## src/rtl/scale_desc_gen.sv

```systemverilog
module scale_desc_gen #(
  parameter int DIM_W  = 12,
  parameter int KOFS_W = 14
) (
  input  logic              clk,
  input  logic              rst_n,
  input  logic              start,
  input  logic [DIM_W-1:0]  src_w,
  input  logic [DIM_W-1:0]  src_h,
  input  logic [DIM_W-1:0]  dst_w,
  input  logic [DIM_W-1:0]  dst_h,
  input  logic [31:0]       lb_base,
  input  logic [KOFS_W-1:0] kern_ofs,
  output logic              busy,
  output logic              err,
  output logic [10:0]       ctl_bits,
  output logic [DIM_W+4:0]  lb_size,
  output logic              out_valid,
  output logic [31:0]       out_word
);
  localparam int LB_W   = DIM_W + 5;
  localparam int NSLOT  = 14;
  localparam int SLOT_W = $clog2(NSLOT);
  localparam logic [1:0] M_NONE = 2'd0, M_TPZ = 2'd1, M_PPF = 2'd2;

  typedef enum logic [1:0] {S_IDLE, S_LOAD, S_DIV, S_EMIT} st_t;
  st_t st;

  function automatic logic [1:0] mode_of(input logic [DIM_W-1:0] s, input logic [DIM_W-1:0] d);
    if (d > s) return M_PPF;
    else if (d < s) return M_TPZ;
    else return M_NONE;
  endfunction

  function automatic logic [2:0] code_of(input logic [1:0] h, input logic [1:0] v);
    case ({h, v})
      {M_PPF, M_PPF}:  return 3'd0;
      {M_TPZ, M_PPF}:  return 3'd1;
      {M_PPF, M_TPZ}:  return 3'd2;
      {M_TPZ, M_TPZ}:  return 3'd3;
      {M_PPF, M_NONE}: return 3'd4;
      {M_NONE, M_PPF}: return 3'd5;
      {M_NONE, M_TPZ}: return 3'd6;
      {M_TPZ, M_NONE}: return 3'd7;
      default:         return 3'd0;
    endcase
  endfunction

  logic [DIM_W-1:0]  sw_q, sh_q, dw_q, dh_q;
  logic [31:0]       base_q;
  logic [KOFS_W-1:0] kofs_q;
  logic [1:0]        hm_q, vm_q;
  logic [1:0]        d_idx;
  logic [4:0]        cnt;
  logic [32:0]       rem;
  logic [31:0]       quo, den;
  logic [31:0]       res [4];
  logic [SLOT_W-1:0] slot, nxt;
  logic              nxt_ok;

  wire       go       = start && (st == S_IDLE);
  wire       zero_dst = (dst_w == '0) || (dst_h == '0);
  wire [1:0] hm_n     = mode_of(src_w, dst_w);
  wire [1:0] vm_n     = mode_of(src_h, dst_h);
  wire       unity_n  = (hm_n == M_NONE) && (vm_n == M_NONE);
  wire [2:0] code_n   = unity_n ? 3'd0 : code_of(hm_n, vm_n);

  wire [DIM_W-1:0] mx     = (src_w > dst_w) ? src_w : dst_w;
  wire [LB_W-1:0]  lb_raw = (vm_n == M_TPZ) ? (LB_W'(mx) << 3) : (LB_W'(mx) << 4);
  wire [LB_W-1:0]  lb_rnd = (lb_raw + LB_W'(31)) & ~LB_W'(31);

  wire [32:0] rem_sh = {rem[31:0], quo[31]};
  wire        ge     = rem_sh >= {1'b0, den};
  wire [32:0] rem_n  = ge ? rem_sh - {1'b0, den} : rem_sh;
  wire [31:0] quo_n  = {quo[30:0], ge};

  logic [31:0] num_sel, den_sel;
  always_comb begin
    case (d_idx)
      2'd0:    begin num_sel = 32'(sw_q) << 16; den_sel = 32'(dw_q); end
      2'd1:    begin num_sel = 32'(sh_q) << 16; den_sel = 32'(dh_q); end
      2'd2:    begin num_sel = '1;              den_sel = res[0];    end
      default: begin num_sel = '1;              den_sel = res[1];    end
    endcase
  end

  logic [NSLOT-1:0] en;
  wire any_ppf = (hm_q == M_PPF) || (vm_q == M_PPF);
  assign en = {{4{any_ppf}}, {3{vm_q == M_TPZ}}, {2{hm_q == M_TPZ}},
               {2{vm_q == M_PPF}}, hm_q == M_PPF, vm_q != M_NONE, 1'b1};

  always_comb begin
    nxt_ok = 1'b0;
    nxt    = slot;
    for (int i = NSLOT - 1; i >= 0; i--) begin
      if (en[i] && (i > int'(slot))) begin
        nxt_ok = 1'b1;
        nxt    = SLOT_W'(i);
      end
    end
  end

  always_ff @(posedge clk or negedge rst_n) begin
    if (!rst_n) begin
      st       <= S_IDLE;
      err      <= 1'b0;
      ctl_bits <= '0;
      lb_size  <= '0;
      sw_q <= '0; sh_q <= '0; dw_q <= '0; dh_q <= '0;
      base_q <= '0; kofs_q <= '0; hm_q <= M_NONE; vm_q <= M_NONE;
      d_idx <= '0; cnt <= '0; rem <= '0; quo <= '0; den <= '0;
      slot <= '0;
      for (int i = 0; i < 4; i++) res[i] <= '0;
    end else begin
      case (st)
        S_IDLE: if (go) begin
          if (zero_dst) begin
            err      <= 1'b1;
            ctl_bits <= '0;
            lb_size  <= '0;
          end else begin
            err      <= 1'b0;
            ctl_bits <= {code_n, code_n, unity_n, 4'b0};
            lb_size  <= unity_n ? '0 : lb_rnd;
            sw_q <= src_w; sh_q <= src_h; dw_q <= dst_w; dh_q <= dst_h;
            base_q <= lb_base; kofs_q <= kern_ofs;
            hm_q <= hm_n; vm_q <= vm_n;
            d_idx <= '0;
            if (!unity_n) st <= S_LOAD;
          end
        end
        S_LOAD: begin
          quo <= num_sel;
          den <= den_sel;
          rem <= '0;
          cnt <= '0;
          st  <= S_DIV;
        end
        S_DIV: begin
          rem <= rem_n;
          quo <= quo_n;
          cnt <= cnt + 5'd1;
          if (cnt == 5'd31) begin
            res[d_idx] <= quo_n;
            if (d_idx == 2'd3) begin
              st   <= S_EMIT;
              slot <= '0;
            end else begin
              d_idx <= d_idx + 2'd1;
              st    <= S_LOAD;
            end
          end
        end
        default: begin
          if (nxt_ok) slot <= nxt;
          else st <= S_IDLE;
        end
      endcase
    end
  end

  assign busy      = (st != S_IDLE);
  assign out_valid = (st == S_EMIT);

  always_comb begin
    case (slot)
      SLOT_W'(0):  out_word = {4'b0, 12'(dh_q), 4'b0, 12'(dw_q)};
      SLOT_W'(1):  out_word = base_q;
      SLOT_W'(2):  out_word = {7'b0100000, res[0][16:0], 8'b0};
      SLOT_W'(3):  out_word = {7'b0100000, res[1][16:0], 8'b0};
      SLOT_W'(5):  out_word = {3'b0, res[0][20:0], 8'b0};
      SLOT_W'(6):  out_word = {16'b0, res[2][15:0]};
      SLOT_W'(7):  out_word = {3'b0, res[1][20:0], 8'b0};
      SLOT_W'(8):  out_word = {16'b0, res[3][15:0]};
      SLOT_W'(4),
      SLOT_W'(9):  out_word = 32'hC0C0_C0C0;
      default:     out_word = 32'(kofs_q);
    endcase
  end
endmodule

```

## config.mk

```make
export PLATFORM = sky130hd
export DESIGN_NAME = scale_desc_gen
export DESIGN_NICKNAME = d
export VERILOG_FILES = /design/src/rtl/scale_desc_gen.sv
export SDC_FILE = /design/constraint.sdc
export NUM_CORES = 1
export LEC_CHECK = 0
export BUFFER_PORTS_ARGS = -buffer_cell sky130_fd_sc_hd__buf_2
export CORE_MARGIN = 2
export CORE_UTILIZATION = 54
export CTS_CLUSTER_SIZE = 40
export DETAILED_ROUTE_END_ITERATION = 16
export GPL_TIMING_DRIVEN = 0
export MAX_ROUTING_LAYER = met4
export PLACE_DENSITY_LB_ADDON = 0.08
export SYNTH_ARGS = -nofsm -noshare
export SYNTH_HDL_FRONTEND = slang
export SYNTH_SLANG_ARGS = --single-unit
export TNS_END_PERCENT = 20
```

## constraint.sdc

```tcl
create_clock -name clk -period 2.6 [get_ports clk]
set_input_delay 0.39 -clock clk [delete_from_list [all_inputs] [get_ports clk]]
set_output_delay 0.39 -clock clk [all_outputs]
set_load 0.02 [all_outputs]
```

==> results.toml <==
[status]
status = "finished with violations"
violations = "setup timing"

[pwr]
worst_ir_drop_vdd_mv = 0.808
p_leak_uw = 0.0107
power.density_nw_per_um2 = 500

[yosys]
ys_types = 75
yosys.area_share.adder_pct = 4.98
netlist_area_um2 = 17200
synth_edf_count = 0
ys_seq_area_share_pct = 46.4
synth_compound_area_share_pct = 17.4
synth_top_family_by_area = "compound AO/OA/AOI/OAI gates"
syn_inst = 1823
async_reset_ff_share_pct = 100
synth_mux_area_share_pct = 9.34
syn_area_per_cell_um2 = 9.46
ys.flop_type = "dfrtp_1"
yosysWarnings = 0
yosys.area_share.simple_pct = 15.2
ys_ff_latch = 320
synth_xor_area_share_pct = 1.83

[timing]
max_slew.worst_pin.slew_ps = 699
fin_crit_ps = 2980
rsz0062_at_grt = "true"
fmax_mhz = 335
slew_headroom_pct = 53.4
tns_ps = -12070
setup_viol = 77
finClkSkew_ps = 16.7
hold_viol = 0
setup_slack_ps = -384
finalMaxSlewViolations = 0
fin_crit_sh_pct = 115

[drt]
post_drt_wl_per_cell_um = 21.9
ant_nets = 0
wirelength_um = 55600
dr_total_vias = 15300
drcViolationCount = 0
drtIter0Drc = 1314
routed_via_density = 6.03
dr.pass1.iters = 6

[floorplanning]
die_w_um = 183
die_y_um = 183
coreArea_um2 = 31500
rows = 65
start_util_pct = 54.8
fp.dieArea_um2 = 33400
io_pins = 160

[final_layout]
n_fill_cell = 2467
register_area_um2 = 8010
final_cells = 2538
area_growth_pct = 27.0
multi_input_area_um2 = 9190
layout.nets = 2272
drive_gt1_share_pct = 27.9

[clock_tree]
clkSlewWorstSetupHoldPaths_ps = 60
cts_max_level = 2
cts.sinks = 320
clk_latency_ps = 530
cts_buffers = 37
cts_root_buf = "clkbuf_16"
clk_path_buf_depth = 3
cts_tree = "yes"

[global_routing]
grt_pass1_wl_um = 85300
antenna_found_initial = 1
grt_start_max_net_pins = 98
grt_overflow = 0
track_usage_pct = 34.2
first_global_vias = 15000

[run]
cap_violations = 0

[critical_path]
rr_worst_depth = 11
cp.required_ps = 3010
cp_max_fo = 7
startpoint_type = "register"
criticalPathCategory = "register to register"
end_kind = "register"
arrival_ps = 3390

[place]
io_buffers = 150
numPlacedInstances = 2388
hpwl_um = 40500
pre_cts_slack_ps = -841
place_congestion = 0.998

[min_path]
hold_path_class = "input pin to register"
holdPathStages = 3
## worst max-delay path, stage by stage (launching register included)
cell	delay, ps
dfrtp_1	410
ha_1	470
and3_1	270
nand3_1	90
o21ai_0	100
a41o_1	160
a41oi_2	150
a31o_2	300
o31a_1	350
o21ai_1	170
xor2_1	90
a221o_1	310
## power by group
| part | switching, uW | internal, uW | leakage (uW) |
|---|---|---|---|
| logic | 368 | 239 | 0.00590 |
| clock network | 2120 | 3250 | 0.000615 |
| registers | 0 | 4980 | 0.00420 |
## cell usage in the layout (no fill, tap or decap), types with 49 or more instances in the layout
cell | netlist | routed
nand2_1 | 403 | 396
nor2_1 | 84 | 76
a21oi_1 | 63 | 55
buf_2 | 2 | 118
o21ai_0 | 102 | 93
mux2_2 | 104 | 104
buf_4 | 13 | 91
ha_1 | 67 | 49
clkbuf_1 | 90 | 66
dfrtp_1 | 320 | 315
inv_1 | 80 | 62
## registers in the layout (all words and copies together), names as in the netlist, 12 cells and up
| name | count |
|---|---|
| rem | 32 |
| quo | 32 |
| sh_q | 12 |
| dh_q | 12 |
| den | 32 |
| kofs_q | 14 |
| dw_q | 12 |
| base_q | 32 |
| res | 96 |
| lb_size | 12 |
| sw_q | 12 |
## repair_timing
item / CTS / global route
hold buffers: 1 / 0
endpoints found under the setup margin: 147 / 177
cloned: 1 / 3
hold endpoints to repair: 53 / 0
resized for setup: 192 / 107
pin swaps: 57 / 53
setup buffers: 56 / 31
## synthesized netlist by cell type (11+ instances only)
| library cell | n | area [um^2] |
|---|---|---|
| nand2_1 | 403 | 1510 |
| dfrtp_1 | 320 | 8010 |
| mux2_2 | 104 | 1170 |
| o21ai_0 | 102 | 510 |
| clkbuf_1 | 90 | 338 |
| nor2_1 | 84 | 315 |
| inv_1 | 80 | 300 |
| ha_1 | 67 | 838 |
| a21oi_1 | 63 | 315 |
| a22oi_1 | 57 | 428 |
| nand3_1 | 44 | 220 |
| mux2i_1 | 41 | 410 |
| a21o_1 | 34 | 255 |
| a222oi_1 | 26 | 260 |
| o2bb2ai_1 | 24 | 210 |
| a31oi_1 | 20 | 125 |
| xnor2_1 | 19 | 166 |
| nand4_1 | 18 | 113 |
| xor2_1 | 17 | 149 |
| nor2b_1 | 14 | 87.6 |
| buf_4 | 13 | 97.6 |
| nor3_1 | 12 | 60.1 |
| a2bb2oi_1 | 11 | 96.3 |
| nor4_1 | 11 | 68.8 |
## metal layers
metal	share of wire [%]	global-route usage [%]	wire [um]
met1	41	44.6	22900
met2	47	54.8	26300
met3	7.0	4.53	3880
met4	4.5	13.3	2530
met5	0	-	0
## worst paths after layout
check | start | end | slack [ps]
min in group asynchronous | rst_n | rem[26] | 390
max in group asynchronous | rst_n | res[6] | 960
max | rem[7] | rem[27] | -380
min reg2reg | lb_size[6] | lb_size[6] | 470
max reg2reg | rem[7] | rem[27] | -380
min | lb_base[11] | base_q[11] | 50
## final cells by class
cell class                 count  share of cell area (%)
tap                          402                    2.30
multi-input combinational   1312                    41.9
buffer                       112                    3.39
timing repair buffer         243                    8.49
clock buffer                  54                    5.03
clock inverter                13                   0.714
inverter                      81                    1.56
antenna                        1                  0.0114
sequential                   320                    36.6
## metrics by stage
step / instance area, um^2 / utilization [%] / power [uW] / hold WS [ps]
global route: 21900 / 69.6 / 11300 / 42.4
detailed placement: 18800 / 59.8 / 5600 / 342
global placement: 18700 / 59.4 / 5570 / 455
finish: 21900 / 69.6 / 11000 / 49.7
CTS: 21300 / 67.6 / 10900 / 38.1
floorplan: 17500 / - / 5320 / 94.4
## logic make-up after synthesis
group,after synthesis
xor+xnor,36
other cells,1
mux,147
simple gates,621
buf+inv,199
compound gates,431
flops,320
fa+ha+maj,68
No activity file was read; power rests on OpenSTA's default activity.
